==> config.mk <==
export PLATFORM = sky130hd
export DESIGN_NAME = uart_irq_ctrl
export DESIGN_NICKNAME = d
export VERILOG_FILES = /design/src/rtl/uart_irq_pkg.sv /design/src/rtl/uart_irq_txe.sv /design/src/rtl/uart_irq_prio.sv /design/src/rtl/uart_irq_ctrl.sv
export SDC_FILE = /design/constraint.sdc
export NUM_CORES = 1
export LEC_CHECK = 0
export BUFFER_PORTS_ARGS = -buffer_cell sky130_fd_sc_hd__buf_2
export CAP_MARGIN = 0
export CORE_AREA = 2 2 39 41
export DETAILED_ROUTE_END_ITERATION = 6
export DIE_AREA = 0 0 41 43
export HOLD_SLACK_MARGIN = 0.06
export PLACE_DENSITY = 0.48
export SLEW_MARGIN = 20
export SYNTH_ARGS = -nofsm -noshare
export SYNTH_HDL_FRONTEND = slang
export SYNTH_SLANG_ARGS = --single-unit
==> constraint.sdc <==
create_clock -name clk -period 1.3 [get_ports clk]
set_input_delay 0 -clock clk [delete_from_list [all_inputs] [get_ports clk]]
set_output_delay 0 -clock clk [all_outputs]
set_load 0.05 [all_outputs]
==> src/rtl/uart_irq_pkg.sv <==
`timescale 1ns/1ps
package uart_irq_pkg;

  localparam int unsigned IER_W   = 4;
  localparam int unsigned IIR_W   = 8;
  localparam int unsigned CODE_W  = 4;

  // enable bit positions
  localparam int unsigned EN_RX   = 0;
  localparam int unsigned EN_TX   = 1;
  localparam int unsigned EN_LINE = 2;
  localparam int unsigned EN_MS   = 3;

  typedef enum logic [CODE_W-1:0] {
    IC_MSC  = 4'h0,
    IC_NONE = 4'h1,
    IC_TXE  = 4'h2,
    IC_RXD  = 4'h4,
    IC_LINE = 4'h6,
    IC_RTO  = 4'hC
  } irq_code_e;

  typedef struct packed {
    logic line;
    logic rto;
    logic rxd;
    logic txe;
    logic msc;
  } irq_req_t;

endpackage

==> src/rtl/uart_irq_txe.sv <==
`timescale 1ns/1ps
module uart_irq_txe (
  input  logic clk,
  input  logic rst_n,
  input  logic empty_i,
  input  logic wr_i,
  input  logic rd_clr_i,
  output logic pend_o
);

  logic empty_q, empty_d;
  logic pend_q, pend_d;
  logic rise;

  assign rise = empty_i & ~empty_q;

  always_comb begin
    empty_d = empty_i;
    pend_d  = pend_q;
    if (wr_i || rd_clr_i) pend_d = 1'b0;
    if (rise)             pend_d = 1'b1;
  end

  always_ff @(posedge clk or negedge rst_n) begin
    if (!rst_n) begin
      empty_q <= 1'b1;
      pend_q  <= 1'b0;
    end else begin
      empty_q <= empty_d;
      pend_q  <= pend_d;
    end
  end

  assign pend_o = pend_q;


  a_r7_edge_sets: assert property (@(posedge clk) disable iff (!rst_n)
    (empty_i && !empty_q) |=> pend_q);

  a_r10_write_clears: assert property (@(posedge clk) disable iff (!rst_n)
    (wr_i && !(empty_i && !empty_q)) |=> !pend_q);

  a_r8_read_clears: assert property (@(posedge clk) disable iff (!rst_n)
    (rd_clr_i && !(empty_i && !empty_q)) |=> !pend_q);

endmodule

==> src/rtl/uart_irq_prio.sv <==
`timescale 1ns/1ps
module uart_irq_prio
  import uart_irq_pkg::*;
(
  input  irq_req_t  req_i,
  output irq_code_e code_o
);

  always_comb begin
    if      (req_i.line) code_o = IC_LINE;
    else if (req_i.rto)  code_o = IC_RTO;
    else if (req_i.rxd)  code_o = IC_RXD;
    else if (req_i.txe)  code_o = IC_TXE;
    else if (req_i.msc)  code_o = IC_MSC;
    else                 code_o = IC_NONE;
  end

endmodule

==> src/rtl/uart_irq_ctrl.sv <==
`timescale 1ns/1ps
module uart_irq_ctrl
  import uart_irq_pkg::*;
(
  input  logic             clk,
  input  logic             rst_n,
  input  logic             line_err_i,
  input  logic             rx_data_i,
  input  logic             rx_tmo_i,
  input  logic             thr_empty_i,
  input  logic             ms_chg_i,
  input  logic             auto_cts_i,
  input  logic             fifo_en_i,
  input  logic [IER_W-1:0] ier_i,
  input  logic             iir_rd_i,
  input  logic             thr_wr_i,
  output logic             irq_o,
  output logic [IIR_W-1:0] iir_o
);

  localparam int unsigned PAD_W = IIR_W - CODE_W - 2;

  irq_req_t  req;
  irq_code_e code;
  logic      txe_pend;
  logic      rd_txe;

  assign rd_txe = iir_rd_i & (code == IC_TXE);

  uart_irq_txe u_txe (
    .clk      (clk),
    .rst_n    (rst_n),
    .empty_i  (thr_empty_i),
    .wr_i     (thr_wr_i),
    .rd_clr_i (rd_txe),
    .pend_o   (txe_pend)
  );

  always_comb begin
    req.line = line_err_i & ier_i[EN_LINE];
    req.rto  = rx_tmo_i   & fifo_en_i   & ier_i[EN_RX];
    req.rxd  = rx_data_i  & ier_i[EN_RX];
    req.txe  = txe_pend   & ier_i[EN_TX];
    req.msc  = ms_chg_i   & ~auto_cts_i & ier_i[EN_MS];
  end

  uart_irq_prio u_prio (
    .req_i  (req),
    .code_o (code)
  );

  assign irq_o = (code != IC_NONE);
  assign iir_o = {{2{fifo_en_i}}, {PAD_W{1'b0}}, code};


  a_r1_irq_vs_code: assert property (@(posedge clk) disable iff (!rst_n)
    irq_o == (iir_o[3:0] != 4'h1));

  a_r2_line_first: assert property (@(posedge clk) disable iff (!rst_n)
    (line_err_i && ier_i[EN_LINE]) |-> (iir_o[3:0] == 4'h6));

  a_r4_fifo_bits: assert property (@(posedge clk) disable iff (!rst_n)
    iir_o[7:4] == {fifo_en_i, fifo_en_i, 2'b00});

  a_r5_no_tmo_code: assert property (@(posedge clk) disable iff (!rst_n)
    !fifo_en_i |-> (iir_o[3:0] != 4'hC));

  a_r6_no_msc_code: assert property (@(posedge clk) disable iff (!rst_n)
    auto_cts_i |-> (iir_o[3:0] != 4'h0));

endmodule

==> flow_summary.json, run 1 <==
{
  "outcome": "finished clean",
  "gp_congestion": 0.5826,
  "core_sq_um": 1384,
  "top_layer_used": "met3",
  "syn_area_sq_um": 188.9,
  "grt_pass1_vias": 224,
  "r2r-end": "u_txe.pend_o",
  "combPwrFrac": 0.414,
  "final_nets": 65,
  "hpwl_um": 404,
  "clock.fmax_mhz": 821.1,
  "cp.arrival_ns": 1.22,
  "slowest_stage": "dfrtp_1",
  "yosysMostFrequentCell": "buf_4",
  "finalSetupViolations": 0,
  "cts.reportedPaths.clkPinSlew_ns": 0.03,
  "p_clk_frac": 0.398,
  "ys_async_sr_fraction": 1.000,
  "drt_iter0_drc": 3,
  "finalCritPeriodShare": 0.9369,
  "viasPerCell": 3.585,
  "crit_path_max_incr_delay_ns": 0.37,
  "reg2regPathDepth": 3,
  "path_max_fanout": 3,
  "p_int_mw": 0.2348,
  "initial_core_util": 0.1365,
  "ys_types": 17,
  "routed_wl_um": 481,
  "port_buffers": 21,
  "seq_power_share": 0.188,
  "cts_made_buffers": 3,
  "period_needed_ns": 1.218,
  "p_sw_mw": 0.1479,
  "fin_tns_setup_ns": 0,
  "finClkSkew_ns": 0.006858,
  "ys_ff_latch": 2,
  "clk_latency_ns": 0.23,
  "timing_hold_violations_final": 0,
  "synth_edf_count": 0,
  "cp-start-kind": "flip-flop",
  "synthTopCellsByCount": "4 x buf_4, 3 x nand2_1, 3 x nor2_1",
  "ys_seq_area_frac": 0.2715,
  "areaGrowthSynthToFinish_pct": 82.12,
  "drv_slew": 0,
  "yosys.area.top_type": "buf_4",
  "required_ns": 1.30,
  "wl_met1_um": 213,
  "cts-root-buf": "clkbuf_4",
  "grt_max_degree": 5,
  "gr-usage-all-layers": 0.06526,
  "critPathCaptureType": "primary output",
  "die-area_sq_um": 1763,
  "ioPinCount": 24,
  "antennaDiodeCount": 0,
  "p_sw_frac": 0.3865,
  "max_cap_viol_count": 0,
  "peakVddDrop_mv": 0.3296,
  "reg2reg_setup_slack_ns": 0.34,
  "grt_pass1_wl_um": 717,
  "power.total_mw": 0.3827,
  "dr.pass1.iters": 2,
  "cts_num_sinks": 2,
  "h-tree-depth": 1,
  "route.met3.wl_um": 61,
  "dieWidth_um": 41,
  "hp-class": "input port to asynchronous set/reset pin",
  "synthFlopType": "dfstp_2",
  "rows": 14,
  "critical_path_class": "flip-flop to primary output",
  "wl_met2_um": 206,
  "routedWlPerCell_um": 7.400,
  "p_leak_nw": 0.1849,
  "rsz0062_at_grt": "no",
  "clk_path_buf_depth": 2,
  "ant_nets": 0,
  "cts_tree": "done",
  "antenna_found_initial": 0,
  "synth_area_leaders": "buf_4 16%, dfstp_2 14%, dfrtp_1 13%",
  "synthCells": 25,
  "drive_above_1_share": 0.6531,
  "cp_cell_sequence": "nand2_2 -> or3b_1 -> buf_4",
  "drc_errors": 0,
  "power.density_nw_per_um2": 1112,
  "avgSynthCellArea_sq_um": 7.557,
  "synth_top_area_frac": 0.1589,
  "overflow": 0,
  "vias": 233,
  "die_h_um": 43,
  "timing.rr.start": "u_txe.empty_q",
  "yosysWarnings": 0
}
-- power groups by stage --
stage	Sequential [mW]	Clock (mW)	Combinational [mW]
2_1_floorplan	0.0715	0	0.117
3_3_place_gp	0.0716	0	0.152
3_5_place_dp	0.0718	0	0.152
4_1_cts	0.0712	0.162	0.157
5_1_grt	0.0726	0.165	0.169
6_report	0.0719	0.152	0.159
-- cell usage in the layout (no fill, tap or decap) --
cell type,n
buf_4,1
buf_2,20
a21bo_2,1
nand3_1,1
a21oi_2,1
a21oi_1,1
dfstp_2,1
nand2_1,2
nand2_2,2
nor2_1,3
dlygate4sd3_1,2
conb_1,2
nor3b_2,1
clkbuf_4,3
dfrtp_1,1
nor2b_1,2
or3b_1,1
o21ai_1,1
inv_2,1
o21ai_2,1
clkbuf_1,1
-- worst max-delay path, delay by kind of cell, from the launching register on --
family,cells,cell delay [ns]
buffers and inverters,1,0.20
flip-flops,1,0.37
AND/OR/NAND/NOR,2,0.42
-- layer usage --
layer  up-vias  track usage
met5         -            0
met4         0      0.08000
met3         0      0.03141
met2        17      0.09063
met1        92      0.05788
li1        124            -
-- per-stage QoR --
| stage | hold WS [ns] | cell area (sq um) | std cells | util | setup WS, ns |
|---|---|---|---|---|---|
| final | 0.08792 | 344.1 | 65 | 0.2486 | 0.08206 |
| after global routing | 0.08012 | 344.1 | 65 | 0.2486 | 0.03022 |
| after CTS | 0.08102 | 339.1 | 65 | 0.2450 | 0.02850 |
| after detailed placement | -0.2106 | 292.8 | 59 | 0.2116 | 0.2816 |
| after global placement | -0.2124 | 292.8 | 59 | 0.2116 | 0.3151 |
| after floorplan | -0.2956 | 197.7 | 26 | - | 0.2115 |
-- repair_timing --
| action | 4_1_cts | 5_1_grt |
|---|---|---|
| setup buffers | 0 | 0 |
| resized for setup | 0 | 3 |
| hold endpoints to repair | 3 | 0 |
| setup endpoints to repair | 0 | 1 |
| hold buffers | 2 | 0 |
-- worst max-delay path by stage --
| stage | startpoint | cells past startpoint | slack, ns | endpoint |
|---|---|---|---|---|
| 2_1_floorplan | rx_tmo_i | 3 | 0.21 | iir_o[0] |
| 3_3_place_gp | u_txe.pend_o | 3 | 0.32 | irq_o |
| 3_5_place_dp | u_txe.pend_o | 3 | 0.28 | irq_o |
| 4_1_cts | u_txe.pend_o | 3 | 0.03 | irq_o |
| 5_1_grt | u_txe.pend_o | 3 | 0.03 | irq_o |
| 6_report | u_txe.pend_o | 3 | 0.08 | irq_o |
-- area by class of cell --
class                           instances  area, sq um
Inverter                                1        3.754
Timing Repair Buffer                   23        127.6
Sequential cell                         2        51.30
Multi-Input combinational cell         19        115.1
Clock buffer                            4        26.28
Tap cell                               16        20.02
Fill cell                             149         1040
-- kinds of logic (layout without fill, tap and decap cells) --
logic type,after synthesis,after routing,synth area share
buffers and inverters,5,28,0.1788
AND/OR/NAND/NOR,12,12,0.3311
other,1,2,0.01985
flip-flops,2,2,0.2715
AO/OA/AOI/OAI,5,5,0.1986
-- sequential cells by signal, indices dropped and copies added (netlist names) --
name,count
u_txe.pend_o,1
u_txe.empty_q,1
Note: power is estimated with default switching activity, not from simulation.
==> run 2: changes to the inputs <==
- PLACE_DENSITY: 0.48 -> 0.49
- SYNTH_HIERARCHICAL: unset -> 1
==> run 2 against run 1 <==
  * The run now ends with setup timing left
  * Clock skew increased by 0.0015 ns
  * Utilization increased by 6.9 points
  * Synthesized cell count decreased by 4.0%
  * Routed wire length increased by 17%
==> flow_summary.json, run 2 <==
{
  "synthTopCellsByCount": "4 x buf_4, 3 x and2_1, 2 x inv_1, 2 x nand2_1, 2 x nor2_1",
  "hp-class": "input port to asynchronous set/reset pin",
  "cts_num_sinks": 2,
  "ant_nets": 0,
  "ioPinCount": 24,
  "period_needed_ns": 1.562,
  "gp_congestion": 0.5390,
  "routedWlPerCell_um": 7.901,
  "r2r-end": "u_txe/pend_o",
  "dr.pass1.iters": 1,
  "synthFlopType": "dfstp_2",
  "cts.reportedPaths.clkPinSlew_ns": 0.04,
  "synth_top_area_frac": 0.1500,
  "wl_met1_um": 195,
  "die-area_sq_um": 1763,
  "yosysWarnings": 6,
  "drv_slew": 0,
  "synth_area_leaders": "buf_4 15%, dfstp_2 13%, dfrtp_1 13%",
  "ys_async_sr_fraction": 1.000,
  "cp.arrival_ns": 1.56,
  "clock.fmax_mhz": 640.0,
  "setup_ws_ns": -0.2624,
  "h-tree-depth": 1,
  "critPathCaptureType": "primary output",
  "yosysMostFrequentCell": "buf_4",
  "critical_path_class": "flip-flop to primary output",
  "cts_tree": "done",
  "ys_types": 16,
  "timing_hold_violations_final": 0,
  "layout_common_cells": "20 x buf_2, 5 x buf_4, 4 x dlygate4sd3_1, 3 x clkbuf_4",
  "violations": "setup timing",
  "drc_errors": 0,
  "final_nets": 71,
  "ff_latch_area_sq_um": 51.30,
  "initial_core_util": 0.1447,
  "p_leak_nw": 0.2350,
  "fillers": 161,
  "drive_above_1_share": 0.6909,
  "finalCritPeriodShare": 1.202,
  "p_sw_frac": 0.3709,
  "routed_wl_um": 561,
  "max_cap_viol_count": 0,
  "p_sw_mw": 0.1524,
  "grt_pass1_wl_um": 883,
  "cp-start-kind": "flip-flop",
  "seq_power_share": 0.172,
  "dieWidth_um": 41,
  "finClkSkew_ns": 0.008394,
  "p_clk_frac": 0.384,
  "route.met3.wl_um": 60,
  "viasPerCell": 3.704,
  "ys_ff_latch": 2,
  "reg2reg_setup_slack_ns": 0.03,
  "outcome": "complete, but fails checks",
  "wl_met2_um": 306,
  "utilization": 0.3174,
  "peakVddDrop_mv": 0.3596,
  "synthCells": 24,
  "vias": 263,
  "gr-usage-all-layers": 0.08249,
  "power.density_nw_per_um2": 935.4,
  "reg2regPathDepth": 6,
  "die_h_um": 43,
  "synth_edf_count": 0,
  "cts_made_buffers": 3,
  "top_layer_used": "met3",
  "clk_latency_ns": 0.23,
  "yosys.area.top_type": "buf_4",
  "ys_seq_area_frac": 0.2563,
  "holdWs_ns": 0.2465,
  "antenna_found_initial": 0,
  "port_buffers": 21,
  "worstSetupEndpoint": "irq_o",
  "final_common_cell": "buf_2",
  "grt_pass1_vias": 258,
  "required_ns": 1.30,
  "avgSynthCellArea_sq_um": 8.341,
  "rows": 14,
  "overflow": 0,
  "core_sq_um": 1384,
  "finalSetupViolations": 1,
  "combPwrFrac": 0.444,
  "p_int_mw": 0.2584,
  "grt_max_degree": 4,
  "areaGrowthSynthToFinish_pct": 119.4,
  "syn_area_sq_um": 200.2,
  "antennaDiodeCount": 0,
  "clk_path_buf_depth": 2,
  "cts-root-buf": "clkbuf_4",
  "multi_input_area_sq_um": 141.4,
  "rsz0062_at_grt": "yes",
  "timing.rr.start": "u_txe/pend_o",
  "path_max_fanout": 2,
  "crit_start": "u_txe/pend_o",
  "drt_iter0_drc": 0
}
[run 2: cell types whose count changed in the layout (fill, tap and decap cells not counted), sizes merged, moves of 2 or more]
cell,delta
buf,+5
and2,+3
a21oi,-2
dlygate4sd3,+2
nand2,-2
o21ai,-2
[run 2: area by class of cell]
| type | instances | share of cell area |
|---|---|---|
| Multi-Input combinational cell | 17 | 0.3219 |
| Sequential cell | 2 | 0.1168 |
| Clock buffer | 4 | 0.05983 |
| Timing Repair Buffer | 30 | 0.4387 |
| Tap cell | 16 | 0.04558 |
| Inverter | 2 | 0.01709 |
[run 2: routing by layer]
layer / vias up / GRT usage
li1: 135 / -
met1: 113 / 0.05502
met2: 15 / 0.1313
met3: 0 / 0.04188
met4: 0 / 0.1000
met5: - / 0
[run 2: cells by family after synthesis]
| logic type | after synthesis | synth area share |
|---|---|---|
| simple gates | 13 | 0.4188 |
| compound gates | 2 | 0.1188 |
| flops | 2 | 0.2563 |
| other cells | 1 | 0.01873 |
| buf+inv | 6 | 0.1875 |
[run 2: power groups by stage]
stage / clock network, mW / registers [mW] / logic [mW]
final: 0.158 / 0.0706 / 0.183
after global routing: 0.169 / 0.0712 / 0.196
after CTS: 0.170 / 0.0708 / 0.182
after global placement: 0 / 0.0709 / 0.160
after detailed placement: 0 / 0.0713 / 0.162
after floorplan: 0 / 0.0706 / 0.121
[run 2: stage by stage]
step / instance area [sq um] / setup TNS [ns] / setup WS, ns / instances / power (mW)
detailed placement: 346.6 / -0.3980 / -0.2606 / 62 / 0.2334
CTS: 432.9 / -0.3602 / -0.3087 / 71 / 0.4229
global route: 439.2 / -0.3508 / -0.3160 / 71 / 0.4359
floorplan: 221.5 / -0.8978 / -0.5186 / 25 / 0.1915
global placement: 346.6 / -0.3604 / -0.2415 / 62 / 0.2312
finish: 439.2 / -0.2624 / -0.2624 / 71 / 0.4108
[run 2: worst min path at each step]
stage                     startpoint            end  slack [ns]  depth (start not counted)
after CTS                      rst_n  u_txe/empty_q        0.23                          2
after global routing           rst_n  u_txe/empty_q        0.25                          2
after floorplan                rst_n   u_txe/pend_o       -0.30                          0
final                          rst_n  u_txe/empty_q        0.25                          2
after global placement         rst_n   u_txe/pend_o       -0.21                          1
after detailed placement       rst_n   u_txe/pend_o       -0.21                          1
[run 2: timing repair]
action | 4_1_cts | 5_1_grt
hold endpoints to repair | 4 | 0
hold buffers | 4 | 0
setup buffers | 1 | 0
setup endpoints to repair | 2 | 3
pin swaps | 3 | 1
gates resized for setup | 4 | 1
[run 2: critical path: stages (launching register included)]
cell     delay, ns
dfrtp_1       0.37
and2_4        0.15
a21o_1        0.16
or4b_4        0.49
buf_8         0.16
==> run 3: changes to the inputs <==
- CELL_PAD_IN_SITES_DETAIL_PLACEMENT: unset -> 1
- CELL_PAD_IN_SITES_GLOBAL_PLACEMENT: unset -> 1
- PLACE_DENSITY: 0.49 -> 0.68
==> run 3 against run 2 <==
  * The run still ends with setup timing left
  * Sequential share of layout area is 0.45 points lower
  * Global-route usage is 0.43 points lower
  * First-iteration DRC count stayed put
  * Utilization is 1.3 points higher
  * Clock skew is 0.0027 ns higher
  * Sequential power hardly changed
  * Power is 2.1% higher
  * Cell count is 1.4% higher
  * Highest routed layer unchanged
==> flow_summary.json, run 3 (same netlist as run 2, synthesis figures left out) <==
{
  "final_nets": 72,
  "die-area_sq_um": 1763,
  "clk_latency_ns": 0.22,
  "drc_errors": 0,
  "cp_cell_sequence": "and2_4 -> a21o_1 -> or4b_4 -> buf_8",
  "crit_buf_inv": 1,
  "viasPerCell": 3.903,
  "die_h_um": 43,
  "p_leak_nw": 0.2438,
  "outcome": "complete, but fails checks",
  "dieWidth_um": 41,
  "p_sw_mw": 0.1487,
  "grt_max_degree": 4,
  "combPwrFrac": 0.477,
  "critical_path_class": "flip-flop to primary output",
  "initial_core_util": 0.1447,
  "cts_num_sinks": 2,
  "grt_pass1_vias": 279,
  "cp_top_family": "simple AND/OR/NAND/NOR gates",
  "final_common_cell": "buf_2",
  "critPathCaptureType": "primary output",
  "peakVddDrop_mv": 0.5548,
  "antennaDiodeCount": 0,
  "antenna_found_initial": 0,
  "clk_path_buf_depth": 2,
  "violations": "setup timing",
  "r2r-end": "u_txe/pend_o",
  "timing_hold_violations_final": 0,
  "routed_wl_um": 626,
  "setup_ws_ns": -0.2733,
  "required_ns": 1.30,
  "ant_nets": 0,
  "h-tree-depth": 1,
  "areaGrowthSynthToFinish_pct": 128.1,
  "reg2reg_setup_slack_ns": 0.05,
  "slowest_stage": "or4b_4",
  "drv_slew": 0,
  "finalCritPeriodShare": 1.210,
  "vias": 281,
  "seq_power_share": 0.168,
  "max_cap_viol_count": 0,
  "cts_made_buffers": 3,
  "overflow": 0,
  "ioPinCount": 24,
  "finClkSkew_ns": 0.01109,
  "cp-start-kind": "flip-flop",
  "rsz0062_at_grt": "yes",
  "final_area_sq_um": 456.7,
  "power.density_nw_per_um2": 918.3,
  "cp.arrival_ns": 1.57,
  "grt_pass1_wl_um": 959,
  "routedWlPerCell_um": 8.694,
  "port_buffers": 21,
  "crit_path_max_incr_delay_ns": 0.49,
  "period_needed_ns": 1.573,
  "cts-root-buf": "clkbuf_4",
  "gp_congestion": 0.5414,
  "reg2regPathDepth": 6,
  "path_max_fanout": 2,
  "clock.fmax_mhz": 635.6,
  "crit_cells": 4,
  "p_int_mw": 0.2707,
  "p_clk_frac": 0.355,
  "drive_above_1_share": 0.7143,
  "dr.pass1.iters": 1,
  "finalSetupViolations": 1,
  "hp-class": "input port to asynchronous set/reset pin",
  "layout_common_cells": "18 x buf_2, 7 x buf_4, 4 x clkbuf_4, 3 x dlygate4sd3_1",
  "p_sw_frac": 0.3545,
  "cts.reportedPaths.clkPinSlew_ns": 0.04,
  "place_area_sq_um": 369.1,
  "hpwl_um": 525.8,
  "gr-usage-all-layers": 0.07823,
  "holdWs_ns": 0.08806,
  "cts_tree": "done",
  "drt_iter0_drc": 0,
  "core_sq_um": 1384,
  "timing.rr.start": "u_txe/pend_o",
  "rows": 14
}
[run 3: what timing repair did]
action	4_1_cts	5_1_grt
setup endpoints to repair	4	3
hold buffers	3	0
endpoints found under the hold margin	4	0
pin swaps	4	1
resized for setup	7	2
setup buffers	2	0
[run 3: worst max path at each step]
stage	startpoint	end
detailed placement	ier_i[0]	irq_o
floorplan	ier_i[0]	irq_o
global route	u_txe/pend_o	irq_o
CTS	u_txe/pend_o	irq_o
finish	u_txe/pend_o	irq_o
global placement	ier_i[0]	irq_o
[run 3: metrics by stage]
| stage | instances | setup slack [ns] | power (mW) | utilization | TNS, ns |
|---|---|---|---|---|---|
| final | 72 | -0.2733 | 0.4194 | 0.3300 | -0.2733 |
| after global routing | 72 | -0.3229 | 0.4537 | 0.3300 | -0.3257 |
| after CTS | 72 | -0.3066 | 0.4270 | 0.3237 | -0.3322 |
| after detailed placement | 65 | -0.2397 | 0.2452 | 0.2667 | -0.4352 |
| after global placement | 65 | -0.2145 | 0.2415 | 0.2667 | -0.3776 |
| after floorplan | 25 | -0.5186 | 0.1915 | - | -0.8978 |
[run 3: routing by layer]
metal,track usage,vias up,share of wire
li1,-,138,-
met1,0.06410,131,0.33
met3,0.01571,0,0.064
met4,0.04000,0,0
met2,0.1531,12,0.60
met5,0,-,0
[run 3: final cells by class]
type | instances | area, sq um
sequential | 2 | 51.30
clock buffer | 4 | 26.28
inverter | 2 | 7.507
fill | 169 | 927.1
timing repair buffer | 31 | 210.2
multi-input combinational | 17 | 141.4
tap | 16 | 20.02
[run 3: power groups by stage]
stage	clock network, mW	registers (mW)	logic [mW]
6_report	0.149	0.0705	0.200
5_1_grt	0.169	0.0711	0.214
4_1_cts	0.159	0.0706	0.198
3_5_place_dp	0	0.0713	0.174
3_3_place_gp	0	0.0709	0.171
2_1_floorplan	0	0.0706	0.121
[run 3: worst reg2reg max path, delay by kind of cell, from the launching register on]
| kind | cells | cell delay (ns) |
|---|---|---|
| DFF | 1 | 0.36 |
| AOI/OAI and AO/OA | 2 | 0.38 |
| buffers and inverters | 1 | 0.15 |
| and+or+nand+nor | 3 | 0.27 |
